$ cat src/rtl/i2c_rx_pkg.sv
package i2c_rx_pkg;
    localparam int BYTE_W = 8;
    localparam int BITC_W = 4;

    typedef enum logic [2:0] {
        ST_IDLE,
        ST_ADDR1,
        ST_ADDR2,
        ST_DATA,
        ST_SKIP
    } rx_state_e;

    typedef struct packed {
        rx_state_e         st;
        logic [BYTE_W-1:0] sr;
        logic [BITC_W-1:0] cnt;
        logic              ack;
        logic              pull;
        logic [BYTE_W-1:0] buf_b;
        logic              full;
        logic              ovf;
        logic              irq;
        logic              start;
        logic              stop;
        logic              is_data;
        logic              is_read;
        logic              upd;
        logic [BYTE_W-1:0] addr;
    } rx_regs_t;
endpackage

$ cat src/rtl/i2c_glitch_filter.sv
module i2c_glitch_filter #(
    parameter int FILT_LEN = 3
) (
    input  logic clk,
    input  logic rst_n,
    input  logic in_i,
    output logic out_o
);
    localparam int CW = (FILT_LEN > 1) ? $clog2(FILT_LEN) : 1;

    typedef struct packed {
        logic [CW-1:0] cnt;
        logic          lvl;
    } filt_t;

    filt_t f_d, f_q;

    always_comb begin
        f_d = f_q;
        if (in_i == f_q.lvl) begin
            f_d.cnt = '0;
        end else if (f_q.cnt == CW'(FILT_LEN - 1)) begin
            f_d.lvl = in_i;
            f_d.cnt = '0;
        end else begin
            f_d.cnt = f_q.cnt + 1'b1;
        end
    end

    always_ff @(posedge clk or negedge rst_n) begin
        if (!rst_n) begin
            f_q <= '{cnt: '0, lvl: 1'b1};
        end else begin
            f_q <= f_d;
        end
    end

    assign out_o = f_q.lvl;

    // the accepted level only changes to a value the input already had
    a_r12_filter_follows: assert property (@(posedge clk) disable iff (!rst_n)
        !$stable(f_q.lvl) |-> (f_q.lvl == $past(in_i)));
endmodule

$ cat src/rtl/i2c_bus_events.sv
module i2c_bus_events (
    input  logic clk,
    input  logic rst_n,
    input  logic scl_f_i,
    input  logic sda_f_i,
    output logic scl_rise_o,
    output logic scl_fall_o,
    output logic start_ev_o,
    output logic stop_ev_o
);
    typedef struct packed {
        logic scl;
        logic sda;
    } prev_t;

    prev_t p_d, p_q;

    always_comb begin
        p_d.scl = scl_f_i;
        p_d.sda = sda_f_i;
    end

    always_ff @(posedge clk or negedge rst_n) begin
        if (!rst_n) begin
            p_q <= '{scl: 1'b1, sda: 1'b1};
        end else begin
            p_q <= p_d;
        end
    end

    assign scl_rise_o = scl_f_i & ~p_q.scl;
    assign scl_fall_o = ~scl_f_i & p_q.scl;
    assign start_ev_o = scl_f_i & p_q.scl & p_q.sda & ~sda_f_i;
    assign stop_ev_o  = scl_f_i & p_q.scl & ~p_q.sda & sda_f_i;

    // a bus condition and a clock edge never coincide
    a_r3_event_vs_edge: assert property (@(posedge clk) disable iff (!rst_n)
        (start_ev_o || stop_ev_o) |-> !(scl_rise_o || scl_fall_o));
endmodule

$ cat src/rtl/i2c_rx_engine.sv
module i2c_rx_engine
    import i2c_rx_pkg::*;
(
    input  logic              clk,
    input  logic              rst_n,
    input  logic              en_i,
    input  logic              ten_bit_i,
    input  logic              scl_f_i,
    input  logic              sda_f_i,
    input  logic              scl_rise_i,
    input  logic              scl_fall_i,
    input  logic              start_ev_i,
    input  logic              stop_ev_i,
    input  logic              addr_wr_i,
    input  logic [BYTE_W-1:0] addr_wdata_i,
    input  logic              buf_rd_i,
    input  logic              irq_clr_i,
    input  logic              ovf_clr_i,
    output rx_regs_t          regs_o
);
    localparam logic [BITC_W-1:0] LAST_BIT = BITC_W'(BYTE_W - 1);
    localparam logic [BITC_W-1:0] ACK_SLOT = BITC_W'(BYTE_W);
    localparam logic [BITC_W-1:0] ACK_HIGH = BITC_W'(BYTE_W + 1);

    rx_regs_t q, d;

    logic [BYTE_W-1:0] nb;
    logic              hit;
    logic              full_now;
    rx_state_e         hit_st;

    always_comb begin
        nb       = {q.sr[BYTE_W-2:0], sda_f_i};
        full_now = q.full & ~buf_rd_i;
        hit      = 1'b0;
        hit_st   = ST_SKIP;
        unique case (q.st)
            ST_ADDR1: begin
                if (ten_bit_i) begin
                    hit    = (nb[7:3] == 5'b11110) && (nb[7:1] == q.addr[7:1]);
                    hit_st = nb[0] ? ST_SKIP : ST_ADDR2;
                end else begin
                    hit    = (nb[7:1] == q.addr[7:1]);
                    hit_st = nb[0] ? ST_SKIP : ST_DATA;
                end
            end
            ST_ADDR2: begin
                hit    = (nb == q.addr);
                hit_st = ST_DATA;
            end
            ST_DATA: begin
                hit    = 1'b1;
                hit_st = ST_DATA;
            end
            default: begin
                hit    = 1'b0;
                hit_st = ST_SKIP;
            end
        endcase
    end

    always_comb begin
        d = q;
        if (addr_wr_i) begin
            d.addr = addr_wdata_i;
            d.upd  = 1'b0;
        end
        if (buf_rd_i)  d.full = 1'b0;
        if (irq_clr_i) d.irq  = 1'b0;
        if (ovf_clr_i) d.ovf  = 1'b0;

        if (!en_i) begin
            d.st   = ST_IDLE;
            d.cnt  = '0;
            d.ack  = 1'b0;
            d.pull = 1'b0;
        end else if (start_ev_i) begin
            d.st    = ST_ADDR1;
            d.cnt   = '0;
            d.ack   = 1'b0;
            d.pull  = 1'b0;
            d.start = 1'b1;
            d.stop  = 1'b0;
            d.irq   = 1'b1;
        end else if (stop_ev_i) begin
            d.st    = ST_IDLE;
            d.cnt   = '0;
            d.ack   = 1'b0;
            d.pull  = 1'b0;
            d.stop  = 1'b1;
            d.start = 1'b0;
            d.irq   = 1'b1;
        end else if (q.st != ST_IDLE) begin
            if (scl_rise_i) begin
                if (q.cnt < ACK_SLOT) begin
                    d.sr  = nb;
                    d.cnt = q.cnt + 1'b1;
                    if (q.cnt == LAST_BIT) begin
                        if (hit) begin
                            d.st  = hit_st;
                            d.irq = 1'b1;
                            if (q.st == ST_ADDR1) begin
                                d.is_read = nb[0];
                                d.upd     = ten_bit_i & ~nb[0];
                            end
                            if (full_now) begin
                                d.ovf = 1'b1;
                                d.ack = 1'b0;
                            end else begin
                                d.buf_b   = nb;
                                d.full    = 1'b1;
                                d.is_data = (q.st == ST_DATA);
                                d.ack     = 1'b1;
                            end
                        end else begin
                            d.st  = ST_SKIP;
                            d.ack = 1'b0;
                        end
                    end
                end else if (q.cnt == ACK_SLOT) begin
                    d.cnt = ACK_HIGH;
                end
            end else if (scl_fall_i) begin
                if (q.cnt == ACK_SLOT && q.ack) begin
                    d.pull = 1'b1;
                end else if (q.cnt == ACK_HIGH) begin
                    d.pull = 1'b0;
                    d.ack  = 1'b0;
                    d.cnt  = '0;
                end
            end
        end
    end

    always_ff @(posedge clk or negedge rst_n) begin
        if (!rst_n) begin
            q <= '{st: ST_IDLE, sr: '0, cnt: '0, ack: 1'b0, pull: 1'b0,
                   buf_b: '0, full: 1'b0, ovf: 1'b0, irq: 1'b0, start: 1'b0,
                   stop: 1'b0, is_data: 1'b0, is_read: 1'b0, upd: 1'b0,
                   addr: '0};
        end else begin
            q <= d;
        end
    end

    assign regs_o = q;

    // START and STOP status are never both set
    a_r3_start_stop_excl: assert property (@(posedge clk) disable iff (!rst_n)
        !(q.start && q.stop));
    // the acknowledge pull starts only while SCL is low
    a_r13_pull_on_low: assert property (@(posedge clk) disable iff (!rst_n)
        $rose(q.pull) |-> !scl_f_i);
    // a disabled block never pulls the data line
    a_r2_disabled_quiet: assert property (@(posedge clk) disable iff (!rst_n)
        !en_i |=> !q.pull);
    // an overflow leaves the buffer untouched
    a_r8_ovf_keeps_buf: assert property (@(posedge clk) disable iff (!rst_n)
        $rose(q.ovf) |-> $stable(q.buf_b));
    // every buffer load raises the interrupt flag
    a_r4_load_irq: assert property (@(posedge clk) disable iff (!rst_n)
        $rose(q.full) |-> q.irq);
endmodule

$ cat src/rtl/i2c_rx_target.sv
module i2c_rx_target
    import i2c_rx_pkg::*;
#(
    parameter int FILT_LEN = 3
) (
    input  logic       clk,
    input  logic       rst_n,
    input  logic       en_i,
    input  logic       ten_bit_i,
    input  logic       scl_i,
    input  logic       sda_i,
    output logic       sda_pull_o,
    input  logic       addr_wr_i,
    input  logic [7:0] addr_wdata_i,
    input  logic       buf_rd_i,
    output logic [7:0] buf_o,
    input  logic       irq_clr_i,
    input  logic       ovf_clr_i,
    output logic       irq_o,
    output logic       ovf_o,
    output logic       full_o,
    output logic       start_o,
    output logic       stop_o,
    output logic       is_data_o,
    output logic       is_read_o,
    output logic       upd_addr_o
);
    localparam int NLINES = 2;

    logic [NLINES-1:0] raw_lines;
    logic [NLINES-1:0] filt_lines;
    logic scl_rise, scl_fall, start_ev, stop_ev;
    rx_regs_t regs;

    assign raw_lines = {sda_i, scl_i};

    for (genvar li = 0; li < NLINES; li++) begin : g_filt
        i2c_glitch_filter #(.FILT_LEN(FILT_LEN)) u_filt (
            .clk   (clk),
            .rst_n (rst_n),
            .in_i  (raw_lines[li]),
            .out_o (filt_lines[li])
        );
    end

    i2c_bus_events u_events (
        .clk        (clk),
        .rst_n      (rst_n),
        .scl_f_i    (filt_lines[0]),
        .sda_f_i    (filt_lines[1]),
        .scl_rise_o (scl_rise),
        .scl_fall_o (scl_fall),
        .start_ev_o (start_ev),
        .stop_ev_o  (stop_ev)
    );

    i2c_rx_engine u_engine (
        .clk          (clk),
        .rst_n        (rst_n),
        .en_i         (en_i),
        .ten_bit_i    (ten_bit_i),
        .scl_f_i      (filt_lines[0]),
        .sda_f_i      (filt_lines[1]),
        .scl_rise_i   (scl_rise),
        .scl_fall_i   (scl_fall),
        .start_ev_i   (start_ev),
        .stop_ev_i    (stop_ev),
        .addr_wr_i    (addr_wr_i),
        .addr_wdata_i (addr_wdata_i),
        .buf_rd_i     (buf_rd_i),
        .irq_clr_i    (irq_clr_i),
        .ovf_clr_i    (ovf_clr_i),
        .regs_o       (regs)
    );

    assign sda_pull_o = regs.pull;
    assign buf_o      = regs.buf_b;
    assign irq_o      = regs.irq;
    assign ovf_o      = regs.ovf;
    assign full_o     = regs.full;
    assign start_o    = regs.start;
    assign stop_o     = regs.stop;
    assign is_data_o  = regs.is_data;
    assign is_read_o  = regs.is_read;
    assign upd_addr_o = regs.upd;
endmodule

$ cat config.mk
export PLATFORM = sky130hd
export DESIGN_NAME = i2c_rx_target
export DESIGN_NICKNAME = d
export VERILOG_FILES = /design/src/rtl/i2c_rx_pkg.sv /design/src/rtl/i2c_glitch_filter.sv /design/src/rtl/i2c_bus_events.sv /design/src/rtl/i2c_rx_engine.sv /design/src/rtl/i2c_rx_target.sv
export SDC_FILE = /design/constraint.sdc
export NUM_CORES = 1
export LEC_CHECK = 0
export BUFFER_PORTS_ARGS = -buffer_cell sky130_fd_sc_hd__buf_2
export CAP_MARGIN = 25
export CORE_ASPECT_RATIO = 1.25
export CORE_UTILIZATION = 50
export CTS_BUF_LIST = sky130_fd_sc_hd__clkbuf_4
export CTS_CLUSTER_SIZE = 28
export DETAILED_ROUTE_END_ITERATION = 12
export GPL_ROUTABILITY_DRIVEN = 1
export MAX_ROUTING_LAYER = met4
export PLACE_DENSITY = 0.78
export SLEW_MARGIN = 0
export SYNTH_ARGS = -nofsm -noshare
export SYNTH_HDL_FRONTEND = slang
export SYNTH_SLANG_ARGS = --single-unit
export TNS_END_PERCENT = 5
$ cat constraint.sdc
create_clock -name clk -period 2.06 [get_ports clk]
set_clock_uncertainty 0.05 [all_clocks]
set_input_delay 0.103 -clock clk [delete_from_list [all_inputs] [get_ports clk]]
set_output_delay 0.103 -clock clk [all_outputs]
set_load 0.005 [all_outputs]
After elaboration in Yosys (flattened, before gate mapping):

Index checks and enable logic that the tools add are counted.

* reductions and logical operators: 15
* bitwise operators: 19
* equality and inequality tests: 26
* magnitude comparators: 1
* multiplexer cells: 58
* $add $sub $neg: 3

Operators by type and width (number)
* 11-bit 2-to-1 mux: 6
* 3-bit 2-to-1 mux: 16
* 6-bit 2-to-1 mux: 5
* 28-bit 2-to-1 mux: 1
* 4-bit by 1-bit inequality test with 1-bit output (second input constant): 5
* 9-bit 2-to-1 mux: 2
* 9-bit AND reduction: 2
* 2-bit 2-to-1 mux: 8
* 5-bit by 1-bit inequality test with 1-bit output (second input constant): 3
* 1-bit 2-to-1 mux: 13
* 6-bit AND reduction: 2
* 5-bit 2-to-1 mux: 2
* 5-bit by 2-bit inequality test with 1-bit output (second input constant): 2
* 1-bit NOT: 10
* 1-bit bitwise AND: 9
* 4-bit equality test (second input constant): 2
* 8-bit equality test: 1
* 4-bit 2-to-1 mux: 2
* 8-bit 2-to-1 mux: 1
* 4-bit AND reduction: 2
* 7-bit equality test: 1
* 3-bit by 2-bit equality test with 1-bit output (second input constant): 2
* 6-bit by 2-bit inequality test with 1-bit output (second input constant): 1
* 3-bit case mux with 2 select lines: 1
* 17 further kinds: 23

* output and inout port bits: 17
* register bits: 49
* bits of input ports: 18
* word-level logic and storage cells: 143

Logic depth before layout (Yosys ltp):

* word-level depth: 12
* gate-level depth with buffers: 7
* gate-level depth less buffers: 7

Modules after synthesis:

Synthesis repeated with hierarchy kept, for this count alone.

* cell total of the unflattened synthesis: 180
* area total of the unflattened synthesis: 2265.9 µm²

Modules (own cells, without submodules)
* i2c_rx_engine: times used 1, seq. area each 1026.0 µm², cells each 158, area each 1928.1 µm²
* i2c_glitch_filter: times used 2, seq. area each 76.3 µm², cells each 8, area each 126.4 µm²
* i2c_bus_events: times used 1, seq. area each 52.6 µm², cells each 6, area each 85.1 µm²

Least setup slack after synthesis:

Ideal clock, no wire load.

* kind: register -> register
* start: register g_filt[1].u_filt.f_q (netlist bit g_filt[1].u_filt.out_o)
* end: register u_engine.q (netlist bit u_engine.regs_o[16])
* period minus slack after synthesis: 1.988 ns
* data required time: 1.885 ns
* library setup time: 0.125 ns
* arrival: 1.813 ns
* buffers on the path: 1
* setup slack: 0.072 ns
* cell stages (with the launch flop): 7
* path through: dfstp_2 > buf_4 > xor2_1 > o32ai_2 > o211a_4 > o21ai_4 > mux2_4

* word-level cells in the longest chain between the ends: 4
* elaborated cells on any way between the ends: 8
* classes of those cells: eq/ne (1); mux (1); bitwise (5); reduce/logical (1)

Ends and longest elaborated chain
* start, declared: line i2c_glitch_filter.sv:16 `filt_t f_d, f_q;`
* start signal, assigned: line i2c_glitch_filter.sv:32 `f_q <= '{cnt: '0, lvl: 1'b1};`
* parallel branches: the longest is 4 deep, another holds 9-bit AND reduction
* end signal, assigned: line i2c_rx_engine.sv:137 `q <= '{st: ST_IDLE, sr: '0, cnt: '0, ack: 1'b0, pull: 1'b0,`
* end, declared: line i2c_rx_engine.sv:25 `rx_regs_t q, d;`

Several ways; the timed one is not identified.
A chain may end at the register's enable or synchronous reset.

Worst setup path in the final report:

* start: register u_engine.q (netlist bit u_engine.regs_o[38])
* end: register u_engine.q (netlist bit u_engine.regs_o[23])

* word-level cells in the longest chain between the ends: 3
* elaborated cells on any way between the ends: 6
* classes of those cells: eq/ne (3); mux (1); reduce/logical (2)

Ends and longest elaborated chain
* 3-bit by 2-bit equality test with 1-bit output or 3-bit by 1-bit equality test with 1-bit output (tied branches): line i2c_rx_engine.sv:37 `unique case (q.st)`
* 1-bit case mux with 3 select lines: line i2c_rx_engine.sv:37
* 9-bit AND reduction (no source line) *

Mark *: on every way between the ends. The rest lies on a longest branch, timed or not.

==> flow_metrics.py <==
metrics = {
    "finish": {
        "num-nets-final": 277,
        "final_common_cell": "dfrtp_1",
        "antenna_cells": 0,
        "drive_gt1_share_pct": 36.6,
        "layout_common_cells": "dfrtp_1 (42), buf_2 (34), mux2_2 (18)",
        "syn_to_final_growth_pct": 18.7,
    },
    "grt": {
        "grtUsageMet3_pct": 3.71,
        "grt_first_pass_wirelength_mm": 7.34,
        "grt_util_met2_pct": 30.1,
        "grt_max_degree": 26,
        "top_usage_layer": "met2",
        "overflow": 0,
        "grt_pass1_vias": 1647,
        "grt_util_met1_pct": 24.4,
        "grtUsageTotal_pct": 19.5,
        "antenna_found_initial": 0,
    },
    "power": {
        "power_mw": 2.16,
        "peakVddDrop_v": 0.000473,
        "power_density_mw_per_mm2": 753,
        "total_leakage_power_nw": 1.36,
    },
    "cts": {
        "root_buffer": "clkbuf_4",
        "cts_sinks": 48,
        "clock_latency_ns": 0.36,
        "clkTransAtPathRegs_ns": 0.13,
        "cts_max_level": 2,
        "clockBufferDepth": 2,
        "cts_tree": "built",
        "cts_made_buffers": 5,
    },
    "synthesis": {
        "async_flop_share_pct": 100,
        "synth-edff-count": 0,
        "yosysWarnings": 0,
        "syn_inst": 205,
        "ys_seq_area_share_pct": 49.8,
        "syn_nets": 226,
        "netlist_area_mm2": 0.00242,
        "synth_cell_types": 52,
        "ys.flop_type": "dfrtp_1",
        "synth-seq-cells": 48,
        "syn_avg_cell_area_um2": 11.8,
    },
    "worst_setup_path": {
        "required_ns": 2.27,
        "crit_arrival_ns": 2.20,
        "r2r_slack_ns": 0.08,
        "cp-startpoint": "u_engine.regs_o[38]",
        "crit_fanout": 9,
        "r2r_start": "u_engine.regs_o[38]",
        "crit_path_end_kind": "register",
        "crit_type": "register to register",
        "cp-start-kind": "register",
    },
    "hold_path": {
        "min_path_type": "input port to register",
        "hp-start": "irq_clr_i",
    },
    "place": {
        "placement.io_buffers": 34,
        "pre_cts_ws_ns": 0.0206,
        "hpwlAfterDp_mm": 3.21,
        "gp_congestion": 0.838,
    },
    "timing": {
        "hold_viol_final": 0,
        "setup_viol": 0,
        "fin_ws_ns": 0.0763,
        "drv_slew": 0,
        "tightest_slew_ns": 0.530,
        "fin_crit_ns": 1.98,
        "fmax_ghz": 0.504,
        "tns_ns": 0,
        "finalCritPeriodShare_pct": 96.3,
        "relSlewSlack_pct": 64.6,
    },
    "die": {
        "die_w_um": 64.2,
        "die_area_mm2": 0.00513,
        "io-pin-count": 35,
        "die_h_um": 79.8,
        "rows": 27,
        "floorplan.initialDensity_pct": 53.5,
        "coreArea_mm2": 0.00453,
    },
    "run_status": {
        "outcome": "finished clean",
    },
    "flow_run": {
        "drv_cap": 0,
    },
    "route": {
        "ant_nets": 0,
        "vias": 1700,
        "drc": 0,
        "postRouteWirelength_mm": 4.44,
        "drtIter0Drc": 81,
        "avgRoutedWirePerCell_um": 14.1,
        "viasPerCell": 5.40,
        "dr.pass1.iters": 4,
    },
}
timing repair:
item,in CTS,in global routing
setup endpoints to repair,1,9
gates resized for setup,0,6
pin swaps,1,2
hold buffers,13,0
buffers inserted,0,1
hold endpoints to repair,35,0
cells by family (layout without fill, tap and decap cells):
kind of cell | count (synthesis) | count (layout) | share of synthesized area [%]
adder cells (fa/ha/maj) | 3 | 3 | 1.55
multiplexers | 27 | 27 | 13.8
XOR/XNOR | 11 | 11 | 3.98
AO/OA/AOI/OAI | 39 | 39 | 12.2
buffers and inverters | 20 | 72 | 4.81
flip-flops | 48 | 48 | 49.8
AND/OR/NAND/NOR | 57 | 57 | 13.9
Yosys cell counts, types with 2 or more instances:
library cell | instances | area share (%)
dfrtp_1 | 44 | 45
mux2_2 | 18 | 8.4
nand2_1 | 13 | 2.0
o21ai_0 | 10 | 2.1
buf_4 | 9 | 2.8
nor2_1 | 9 | 1.4
mux2_4 | 8 | 5.0
xor2_1 | 8 | 2.9
inv_1 | 7 | 1.1
a21oi_1 | 6 | 1.2
nand4_1 | 5 | 1.3
dfstp_2 | 4 | 4.3
nor2b_1 | 4 | 1.0
nor3_1 | 4 | 0.83
clkbuf_1 | 3 | 0.47
ha_1 | 3 | 1.6
nand2b_1 | 3 | 0.78
nand3_1 | 3 | 0.62
nor3b_1 | 3 | 0.93
nor3b_2 | 3 | 1.6
xnor2_1 | 3 | 1.1
a22o_1 | 2 | 0.72
a31oi_1 | 2 | 0.52
and2_1 | 2 | 0.52
nand3b_1 | 2 | 0.62
per-stage QoR:
step           instances  hold WS [ns]  util [%]  area [um2]
2_1_floorplan        205        -0.243         -        2420
3_3_place_gp         293        0.0638      58.6        2650
3_5_place_dp         293        0.0598      58.6        2650
4_1_cts              314        0.0366      62.6        2840
5_1_grt              315        0.0559      63.5        2870
6_report             315        0.0418      63.5        2870
worst max-delay path, cell delays in order (launching register included):
cell and delay [ns]:
dfrtp_1 0.49, or3b_1 0.41, o32ai_2 0.18, o211a_4 0.24, o21ai_4 0.07, buf_12 0.15, mux2_4 0.29
layout make-up:
class	count	area [um2]
Tap cell	58	72.6
Fill cell	365	1650
Inverter	7	26.3
Timing Repair Buffer	57	400
Multi-Input combinational cell	137	1110
Clock inverter	3	13.8
Clock buffer	5	37.5
Sequential cell	48	1210
where the power goes:
group	switching (mW)	internal [mW]
clock	0.289	0.126
combinational	0.258	0.274
sequential	0.121	1.10
state kept, by name (all words and copies together), names as in the netlist:
signal,count
g_filt.u_filt.f_q,4
g_filt.u_filt.out_o,2
u_engine.regs_o,40
u_events.p_q,2
per-layer routing:
layer | vias up | wire (um)
met2 | 47 | 2110
met4 | 0 | 107
li1 | 833 | -
met3 | 10 | 167
met5 | - | 0
met1 | 810 | 2050
path summary, 6_finish.rpt:
kind                                        to  cells after the start
setup / recovery           u_engine.regs_o[23]                      6
hold / removal             u_engine.regs_o[13]                      4
setup reg to reg           u_engine.regs_o[23]                      6
hold reg to reg                u_events.p_q[1]                      0
max in group asynchronous  u_engine.regs_o[26]                      3
min in group asynchronous  u_engine.regs_o[38]                      2
Note: power is estimated with default switching activity, not from simulation.
